## config.mk

```make
export PLATFORM = sky130hd
export DESIGN_NAME = hsw_fault_supervisor
export DESIGN_NICKNAME = d
export VERILOG_FILES = /design/src/rtl/hsw_pkg.sv /design/src/rtl/hsw_sync.sv /design/src/rtl/hsw_mode_ctrl.sv /design/src/rtl/hsw_chan.sv /design/src/rtl/hsw_fault_supervisor.sv
export SDC_FILE = /design/constraint.sdc
export NUM_CORES = 1
export LEC_CHECK = 0
export ABC_CLOCK_PERIOD_IN_PS = 4100
export CORE_ASPECT_RATIO = 1.1
export CORE_MARGIN = 2
export CORE_UTILIZATION = 45
export DETAILED_ROUTE_END_ITERATION = 8
export PLACE_DENSITY = 0.73
export SLEW_MARGIN = 20
export SYNTH_ARGS = -nofsm -noshare
export SYNTH_HDL_FRONTEND = slang
export SYNTH_SLANG_ARGS = --single-unit
```

## constraint.sdc

```tcl
create_clock -name clk -period 4.1 [get_ports clk]
set_input_delay 0.82 -clock clk [delete_from_list [all_inputs] [get_ports clk]]
set_output_delay 0.82 -clock clk [all_outputs]
set_load 0.005 [all_outputs]
```

## src/rtl/hsw_pkg.sv

```systemverilog
package hsw_pkg;

    typedef enum logic [1:0] {
        SNS_SILENT = 2'b00,
        SNS_PROP   = 2'b01,
        SNS_FAULT  = 2'b10
    } sense_e;

    typedef enum logic [1:0] {
        CH_OFF   = 2'b00,
        CH_ON    = 2'b01,
        CH_COOL  = 2'b10,
        CH_LATCH = 2'b11
    } ch_state_e;

    typedef enum logic [1:0] {
        MD_RUN  = 2'b00,
        MD_WAIT = 2'b01,
        MD_STBY = 2'b10
    } mode_e;

endpackage

```

## src/rtl/hsw_sync.sv

```systemverilog
module hsw_sync #(
    parameter int W      = 1,
    parameter int STAGES = 2
) (
    input  logic         clk,
    input  logic         rst_n,
    input  logic [W-1:0] d,
    output logic [W-1:0] q
);
    logic [W-1:0] stg [STAGES];

    always_ff @(posedge clk or negedge rst_n) begin
        if (!rst_n) begin
            for (int s = 0; s < STAGES; s++) stg[s] <= '0;
        end else begin
            stg[0] <= d;
            for (int s = 1; s < STAGES; s++) stg[s] <= stg[s-1];
        end
    end

    assign q = stg[STAGES-1];
endmodule

```

## src/rtl/hsw_mode_ctrl.sv

```systemverilog
module hsw_mode_ctrl
    import hsw_pkg::*;
#(
    parameter int NCH      = 2,
    parameter int CNT_W    = 16,
    parameter int RST_CYC  = 200,
    parameter int STBY_CYC = 12000
) (
    input  logic           clk,
    input  logic           rst_n,
    input  logic [NCH-1:0] in_s,
    input  logic           frst_s,
    output logic           stby_o,
    output logic           clr_o
);
    localparam logic [CNT_W-1:0] STBY_L = CNT_W'(STBY_CYC - 1);
    localparam logic [CNT_W-1:0] RST_L  = CNT_W'(RST_CYC);

    mode_e            md_q, md_d;
    logic [CNT_W-1:0] idle_cnt;
    logic [CNT_W-1:0] low_cnt;
    logic             frst_q;
    logic             any_hi;

    assign any_hi = (|in_s) | frst_s;

    // state register
    always_ff @(posedge clk or negedge rst_n) begin
        if (!rst_n) md_q <= MD_RUN;
        else        md_q <= md_d;
    end

    always_comb begin
        md_d = md_q;
        unique case (md_q)
            MD_RUN:  if (!any_hi) md_d = MD_WAIT;
            MD_WAIT: if (any_hi) md_d = MD_RUN;
                     else if (idle_cnt == '0) md_d = MD_STBY;
            MD_STBY: if (any_hi) md_d = MD_RUN;
            default: md_d = MD_RUN;
        endcase
    end

    // idle timer
    always_ff @(posedge clk or negedge rst_n) begin
        if (!rst_n)                 idle_cnt <= STBY_L;
        else if (md_q != MD_WAIT)   idle_cnt <= STBY_L;
        else if (idle_cnt != '0)    idle_cnt <= idle_cnt - 1'b1;
    end

    // clear-pulse qualifier: counts low cycles, fires on the rising edge
    always_ff @(posedge clk or negedge rst_n) begin
        if (!rst_n) begin
            low_cnt <= '0;
            frst_q  <= 1'b1;
        end else begin
            frst_q <= frst_s;
            if (frst_s)                low_cnt <= '0;
            else if (low_cnt != RST_L) low_cnt <= low_cnt + 1'b1;
        end
    end

    // outputs
    always_comb begin
        stby_o = (md_q == MD_STBY);
        clr_o  = frst_s & ~frst_q & (low_cnt == RST_L);
    end
endmodule

```

## src/rtl/hsw_chan.sv

```systemverilog
module hsw_chan
    import hsw_pkg::*;
#(
    parameter int CNT_W    = 16,
    parameter int STK_CYC  = 18000,
    parameter int FRST_CYC = 5000
) (
    input  logic       clk,
    input  logic       rst_n,
    input  logic       in_s,
    input  logic       frst_s,
    input  logic       ovt_s,
    input  logic       ovl_s,
    input  logic       ohi_s,
    input  logic       uv_s,
    input  logic       stby,
    input  logic       clr,
    output logic       gate_o,
    output logic [1:0] sense_o,
    output logic       latched_o
);
    localparam logic [CNT_W-1:0] STK_L  = CNT_W'(STK_CYC);
    localparam logic [CNT_W-1:0] FRST_L = CNT_W'(FRST_CYC);

    ch_state_e        st_q, st_d;
    logic [CNT_W-1:0] diag_cnt;
    logic             flt;
    logic             diag_hit;

    assign flt = ovt_s | ovl_s;

    // state register
    always_ff @(posedge clk or negedge rst_n) begin
        if (!rst_n) st_q <= CH_OFF;
        else        st_q <= st_d;
    end

    always_comb begin
        st_d = st_q;
        if (stby) begin
            st_d = CH_OFF;
        end else begin
            unique case (st_q)
                CH_OFF:   if (in_s && !uv_s) st_d = CH_ON;
                CH_ON:    if (uv_s || !in_s) st_d = CH_OFF;
                          else if (flt) st_d = frst_s ? CH_LATCH : CH_COOL;
                CH_COOL:  if (uv_s || !in_s) st_d = CH_OFF;
                          else if (flt && frst_s) st_d = CH_LATCH;
                          else if (!flt) st_d = CH_ON;
                CH_LATCH: if (clr) st_d = CH_OFF;
                default:  st_d = CH_OFF;
            endcase
        end
    end

    // off-state detection delay: long after a turn-off, short after pin rise
    always_ff @(posedge clk or negedge rst_n) begin
        if (!rst_n)                  diag_cnt <= FRST_L;
        else if (st_q != CH_OFF)     diag_cnt <= STK_L;
        else if (!frst_s)            diag_cnt <= FRST_L;
        else if (diag_cnt != '0)     diag_cnt <= diag_cnt - 1'b1;
    end

    assign diag_hit = frst_s & ohi_s & (diag_cnt == '0);

    // outputs
    always_comb begin
        gate_o    = 1'b0;
        sense_o   = SNS_SILENT;
        latched_o = (st_q == CH_LATCH);
        if (!(uv_s || stby)) begin
            unique case (st_q)
                CH_OFF:   sense_o = diag_hit ? SNS_FAULT : SNS_SILENT;
                CH_ON:    begin gate_o = 1'b1; sense_o = SNS_PROP; end
                CH_COOL:  sense_o = SNS_FAULT;
                CH_LATCH: sense_o = in_s ? SNS_FAULT : SNS_SILENT;
                default:  sense_o = SNS_SILENT;
            endcase
        end
    end
endmodule

```

## src/rtl/hsw_fault_supervisor.sv

```systemverilog
module hsw_fault_supervisor
    import hsw_pkg::*;
#(
    parameter int NCH         = 2,
    parameter int SYNC_STAGES = 2,
    parameter int RST_CYC     = 200,
    parameter int STBY_CYC    = 12000,
    parameter int STK_CYC     = 18000,
    parameter int FRST_CYC    = 5000
) (
    input  logic             clk,
    input  logic             rst_n,
    input  logic [NCH-1:0]   chan_in,
    input  logic             frst_in,
    input  logic [NCH-1:0]   ovt_flag,
    input  logic [NCH-1:0]   ovl_flag,
    input  logic [NCH-1:0]   ohi_flag,
    input  logic             uv_flag,
    output logic [NCH-1:0]   gate_en,
    output logic [2*NCH-1:0] sense_mode
);
    localparam int M1    = (STBY_CYC > STK_CYC) ? STBY_CYC : STK_CYC;
    localparam int M2    = (FRST_CYC > RST_CYC) ? FRST_CYC : RST_CYC;
    localparam int MAXC  = (M1 > M2) ? M1 : M2;
    localparam int CNT_W = $clog2(MAXC + 1);
    localparam int SW    = 4*NCH + 2;

    logic [SW-1:0]  raw, syn;
    logic [NCH-1:0] in_s, ovt_s, ovl_s, ohi_s;
    logic           frst_s, uv_s;
    logic           stby_active, clr_pulse;
    logic [NCH-1:0] ch_latched;

    assign raw = {uv_flag, frst_in, ohi_flag, ovl_flag, ovt_flag, chan_in};

    hsw_sync #(.W(SW), .STAGES(SYNC_STAGES)) u_sync (
        .clk(clk), .rst_n(rst_n), .d(raw), .q(syn)
    );

    assign in_s   = syn[NCH-1:0];
    assign ovt_s  = syn[2*NCH-1:NCH];
    assign ovl_s  = syn[3*NCH-1:2*NCH];
    assign ohi_s  = syn[4*NCH-1:3*NCH];
    assign frst_s = syn[4*NCH];
    assign uv_s   = syn[4*NCH+1];

    hsw_mode_ctrl #(
        .NCH(NCH), .CNT_W(CNT_W), .RST_CYC(RST_CYC), .STBY_CYC(STBY_CYC)
    ) u_mode (
        .clk(clk), .rst_n(rst_n), .in_s(in_s), .frst_s(frst_s),
        .stby_o(stby_active), .clr_o(clr_pulse)
    );

    for (genvar i = 0; i < NCH; i++) begin : g_ch
        hsw_chan #(
            .CNT_W(CNT_W), .STK_CYC(STK_CYC), .FRST_CYC(FRST_CYC)
        ) u_ch (
            .clk(clk), .rst_n(rst_n),
            .in_s(in_s[i]), .frst_s(frst_s),
            .ovt_s(ovt_s[i]), .ovl_s(ovl_s[i]), .ohi_s(ohi_s[i]),
            .uv_s(uv_s), .stby(stby_active), .clr(clr_pulse),
            .gate_o(gate_en[i]), .sense_o(sense_mode[2*i +: 2]),
            .latched_o(ch_latched[i])
        );
    end
endmodule

```

==> metrics <==
status=finished clean; DR vias/cell=around 5.7; mux cell area share after synthesis=under 10%; Int Power=1450 µW; Post-Layout Cell Count=~550; Ports=18; fillcell total=784; combinational power share=20.3%; Num CTS Buffers=9; compound-cell area share of the yosys netlist=about an eighth; post-synthesis xor/xnor area fraction=between 4 and 5%; GP Congestion=between 0.8 and 0.9; crit-path max cell delay=between 0.5 and 0.6 ns; first-pass GRT wire length=about 14000 µm; leak pwr=about 0.0019 µW; layout cells sized above 1=approximately an eighth; Hold Violations, Final=0; post-synthesis simple-gate area fraction=~26%; # rows=37; number of flops mapped to enable cells by yosys=0; total power=between 2000 and 2500 µW; post-CTS resize count=0; slew margin rel.=between 30% and 40%; width of the die=about 96 µm; Synth Instances=between 400 and 500; reg-to-reg slack, setup=2.08 ns; Peak VDD IR=around 0.27 mV; Min-Delay Path Depth=0; total track usage=about 17%; Clk network pwr share=27.4%; worst slew pin tran=0.894 ns; gr ovfl total=0; Placed Instances=537; Post-synth top cells=dfrtp_1, nor2_1, nand2_1, a21oi_1, dfstp_2; Cell Area, Synth=between 4000 and 5000 µm²; initial antenna violation count=0; Die H=between 100 and 150 µm; top-count cell post-synth=dfrtp_1; DRT antenna net count=0; P_sw=between 600 and 700 µW; Syn Nets=about 430; CP required=between 3 and 4 ns; post-synth top area share=about two fifths; setup total negative slack=0 ns; WS Path Type=reg2out; post-synthesis sequential area ratio=between 50% and 60%; DRC errors left=0; Syn. warnings=0; Final period util=91.4%; hold_buf cts=0; sequential share of power=a little over half; worst reg2reg startpoint=g_ch[0].u_ch.diag_cnt[1]$_DFFE_PN0P_; core area=approximately 9200 µm²; Power per Cell Area=447 nW/µm²; final WL=7960 µm; Initial DRT Pass Iterations=4; CTS tree=built; RSZ-0062 raised after global routing=no; vias in the first global route=between 3000 and 4000; Final setup viols=0; Mapped Avg Cell Area=approximately 10 µm²; worst path arrival time=between 2 and 3 ns; Critical path buffers and inverters=1; H-Tree Depth=3; Initial Util=between 40 and 50%; Iter 0 DRT Violations=232; number of inserted diodes=0; min-delay worst type=reg2reg; cell breakdown of the critical path=nor4_2 > nand4_2 > or3_1 > a211oi_1 > clkdlybuf4s50_1; post-synthesis adder-cell area fraction=under 10%; Synth cell types=61; dpl hpwl=around 5200 µm; hold_ws=0.351 ns; worst-skew pair later-pin latency=~0.35 ns; max-cap viol count=0; Layout area overhead=11.0%; Nets=approximately 450; synthesis-stage register bit count=87; synth top area cells=dfrtp_1, dfstp_2, nor2_1, xor2_1, a21oi_1; cells on worst reg2reg path=4; origin of the worst min-delay path=u_sync.stg[10]$_DFF_PN0_; Final Skew=0.00740 ns; CTS root buf=clkbuf_8; Crit path max-delay family=simple AND/OR/NAND/NOR gates; DR WL/cell=between 10 and 15 µm; clk sink count=a little under 90; fmax=~0.27 GHz; largest family of logic cells by synthesized area=simple AND/OR/NAND/NOR gates; switching share of power=30.4%; CP max stage cell=clkdlybuf4s50_1; crit end category=output port; CTS max path bufs=2; largest net degree at the start of global routing=88; reg-to-reg endpoint=g_ch[0].u_ch.diag_cnt[9]$_DFFE_PN1P_; Die Footprint=10200 µm²; Startpoint Class=flip-flop; # Post-CTS Setup Buffers=0; Hold Path End=u_sync.q[0]$_DFF_PN0_; Period minus WS final=~3.7 ns; # port buffers=17; clock slew at reported path FFs=0.08 ns; CP max FO=10; Post-synth ARST share=100%; via count=between 3000 and 4000; Most used DFF post-synth=dfrtp_1; Pins Over Slew Limit=0; post-synth top area cell=dfrtp_1
[registers in the layout, indices dropped and copies added, names as in the netlist]
name / cells
g_ch.u_ch.diag_cnt: 30
g_ch.u_ch.st_q: 4
u_mode.frst_q: 1
u_mode.idle_cnt: 15
u_mode.low_cnt: 15
u_mode.md_q: 2
u_sync.q: 10
u_sync.stg: 10
[cells by family after synthesis]
kind of cell	after synthesis
xor gates and xnor gates	21
buffers and inverters	31
adders and majority gates	5
and+or+nand+nor	187
AOI/OAI and AO/OA	78
DFF	87
muxes	5
[cell type report]
cell class	instances	area, µm²	area share, %
timing repair buffer	21	201	4.31
sequential	87	2200	47.1
tap	117	146	3.13
multi-input combinational	296	1880	40.2
clock inverter	4	48.8	1.04
clock buffer	12	135	2.89
inverter	16	60.1	1.28
[worst max-delay path by stage]
stage | start | to | slack, ns | cells after the start
6_report | g_ch[1].u_ch.diag_cnt[11]$_DFFE_PN0P_ | sense_mode[3] | 0.35 | 5
5_1_grt | g_ch[1].u_ch.diag_cnt[11]$_DFFE_PN0P_ | sense_mode[3] | 0.18 | 5
4_1_cts | g_ch[1].u_ch.diag_cnt[11]$_DFFE_PN0P_ | sense_mode[3] | 0.32 | 5
3_5_place_dp | g_ch[1].u_ch.diag_cnt[11]$_DFFE_PN0P_ | sense_mode[3] | 0.76 | 5
3_3_place_gp | g_ch[1].u_ch.diag_cnt[11]$_DFFE_PN0P_ | sense_mode[3] | 0.75 | 5
2_1_floorplan | g_ch[1].u_ch.diag_cnt[0]$_DFFE_PN0P_ | sense_mode[3] | 1.40 | 6
[power groups by stage]
stage          Sequential, µW  Combinational [µW]  Clock [µW]
3_5_place_dp             1100                 424           0
3_3_place_gp             1100                 413           0
5_1_grt                  1110                 481         624
4_1_cts                  1090                 424         587
6_report                 1090                 425         573
2_1_floorplan            1070                 309           0
[cells in the final DEF (no fill, tap or decap), types with 3 or more instances in the layout]
cell type | Yosys | routed
buf_4 | 3 | 4
or3_1 | 7 | 7
a21oi_1 | 22 | 22
nand2_1 | 27 | 27
o31ai_1 | 3 | 3
xor2_1 | 17 | 17
nor3_1 | 15 | 15
xnor2_1 | 4 | 4
clkdlybuf4s50_1 | 0 | 16
or2_2 | 3 | 3
and4_1 | 7 | 7
clkbuf_8 | 0 | 9
nand3b_1 | 5 | 5
nand3_1 | 16 | 16
nor2b_1 | 5 | 5
dfstp_2 | 22 | 22
nand4b_1 | 5 | 5
mux2i_1 | 3 | 3
o21ai_0 | 16 | 16
nor4_1 | 9 | 8
nand4_1 | 11 | 11
a31oi_1 | 10 | 10
or4_1 | 4 | 4
o31a_1 | 3 | 3
and3_1 | 4 | 4
nor4_2 | 2 | 3
and2_1 | 3 | 3
inv_1 | 16 | 16
nand2b_1 | 8 | 8
clkbuf_1 | 10 | 3
ha_1 | 5 | 5
nor3b_1 | 3 | 3
dfrtp_1 | 65 | 65
nor2_1 | 41 | 41
[metrics by stage]
stage          cell area, µm²  utilization (%)  worst slack, ns
2_1_floorplan            4220                -             1.40
3_3_place_gp             4480             48.7            0.751
3_5_place_dp             4480             48.7            0.760
4_1_cts                  4670             50.7            0.315
5_1_grt                  4680             50.8            0.179
6_report                 4680             50.8            0.351
[per-layer routing]
| metal | vias to the layer above | GRT usage [%] | wire, µm | share of wire, % |
|---|---|---|---|---|
| li1 | 1546 | - | - | - |
| met1 | 1550 | 23.4 | 3880 | 49 |
| met2 | 53 | 27.1 | 3680 | 46 |
| met3 | 11 | 4.15 | 261 | 3.3 |
| met4 | 0 | 6.84 | 142 | 1.8 |
| met5 | - | 0 | 0 | 0 |
No activity file was read; power rests on OpenSTA's default activity.
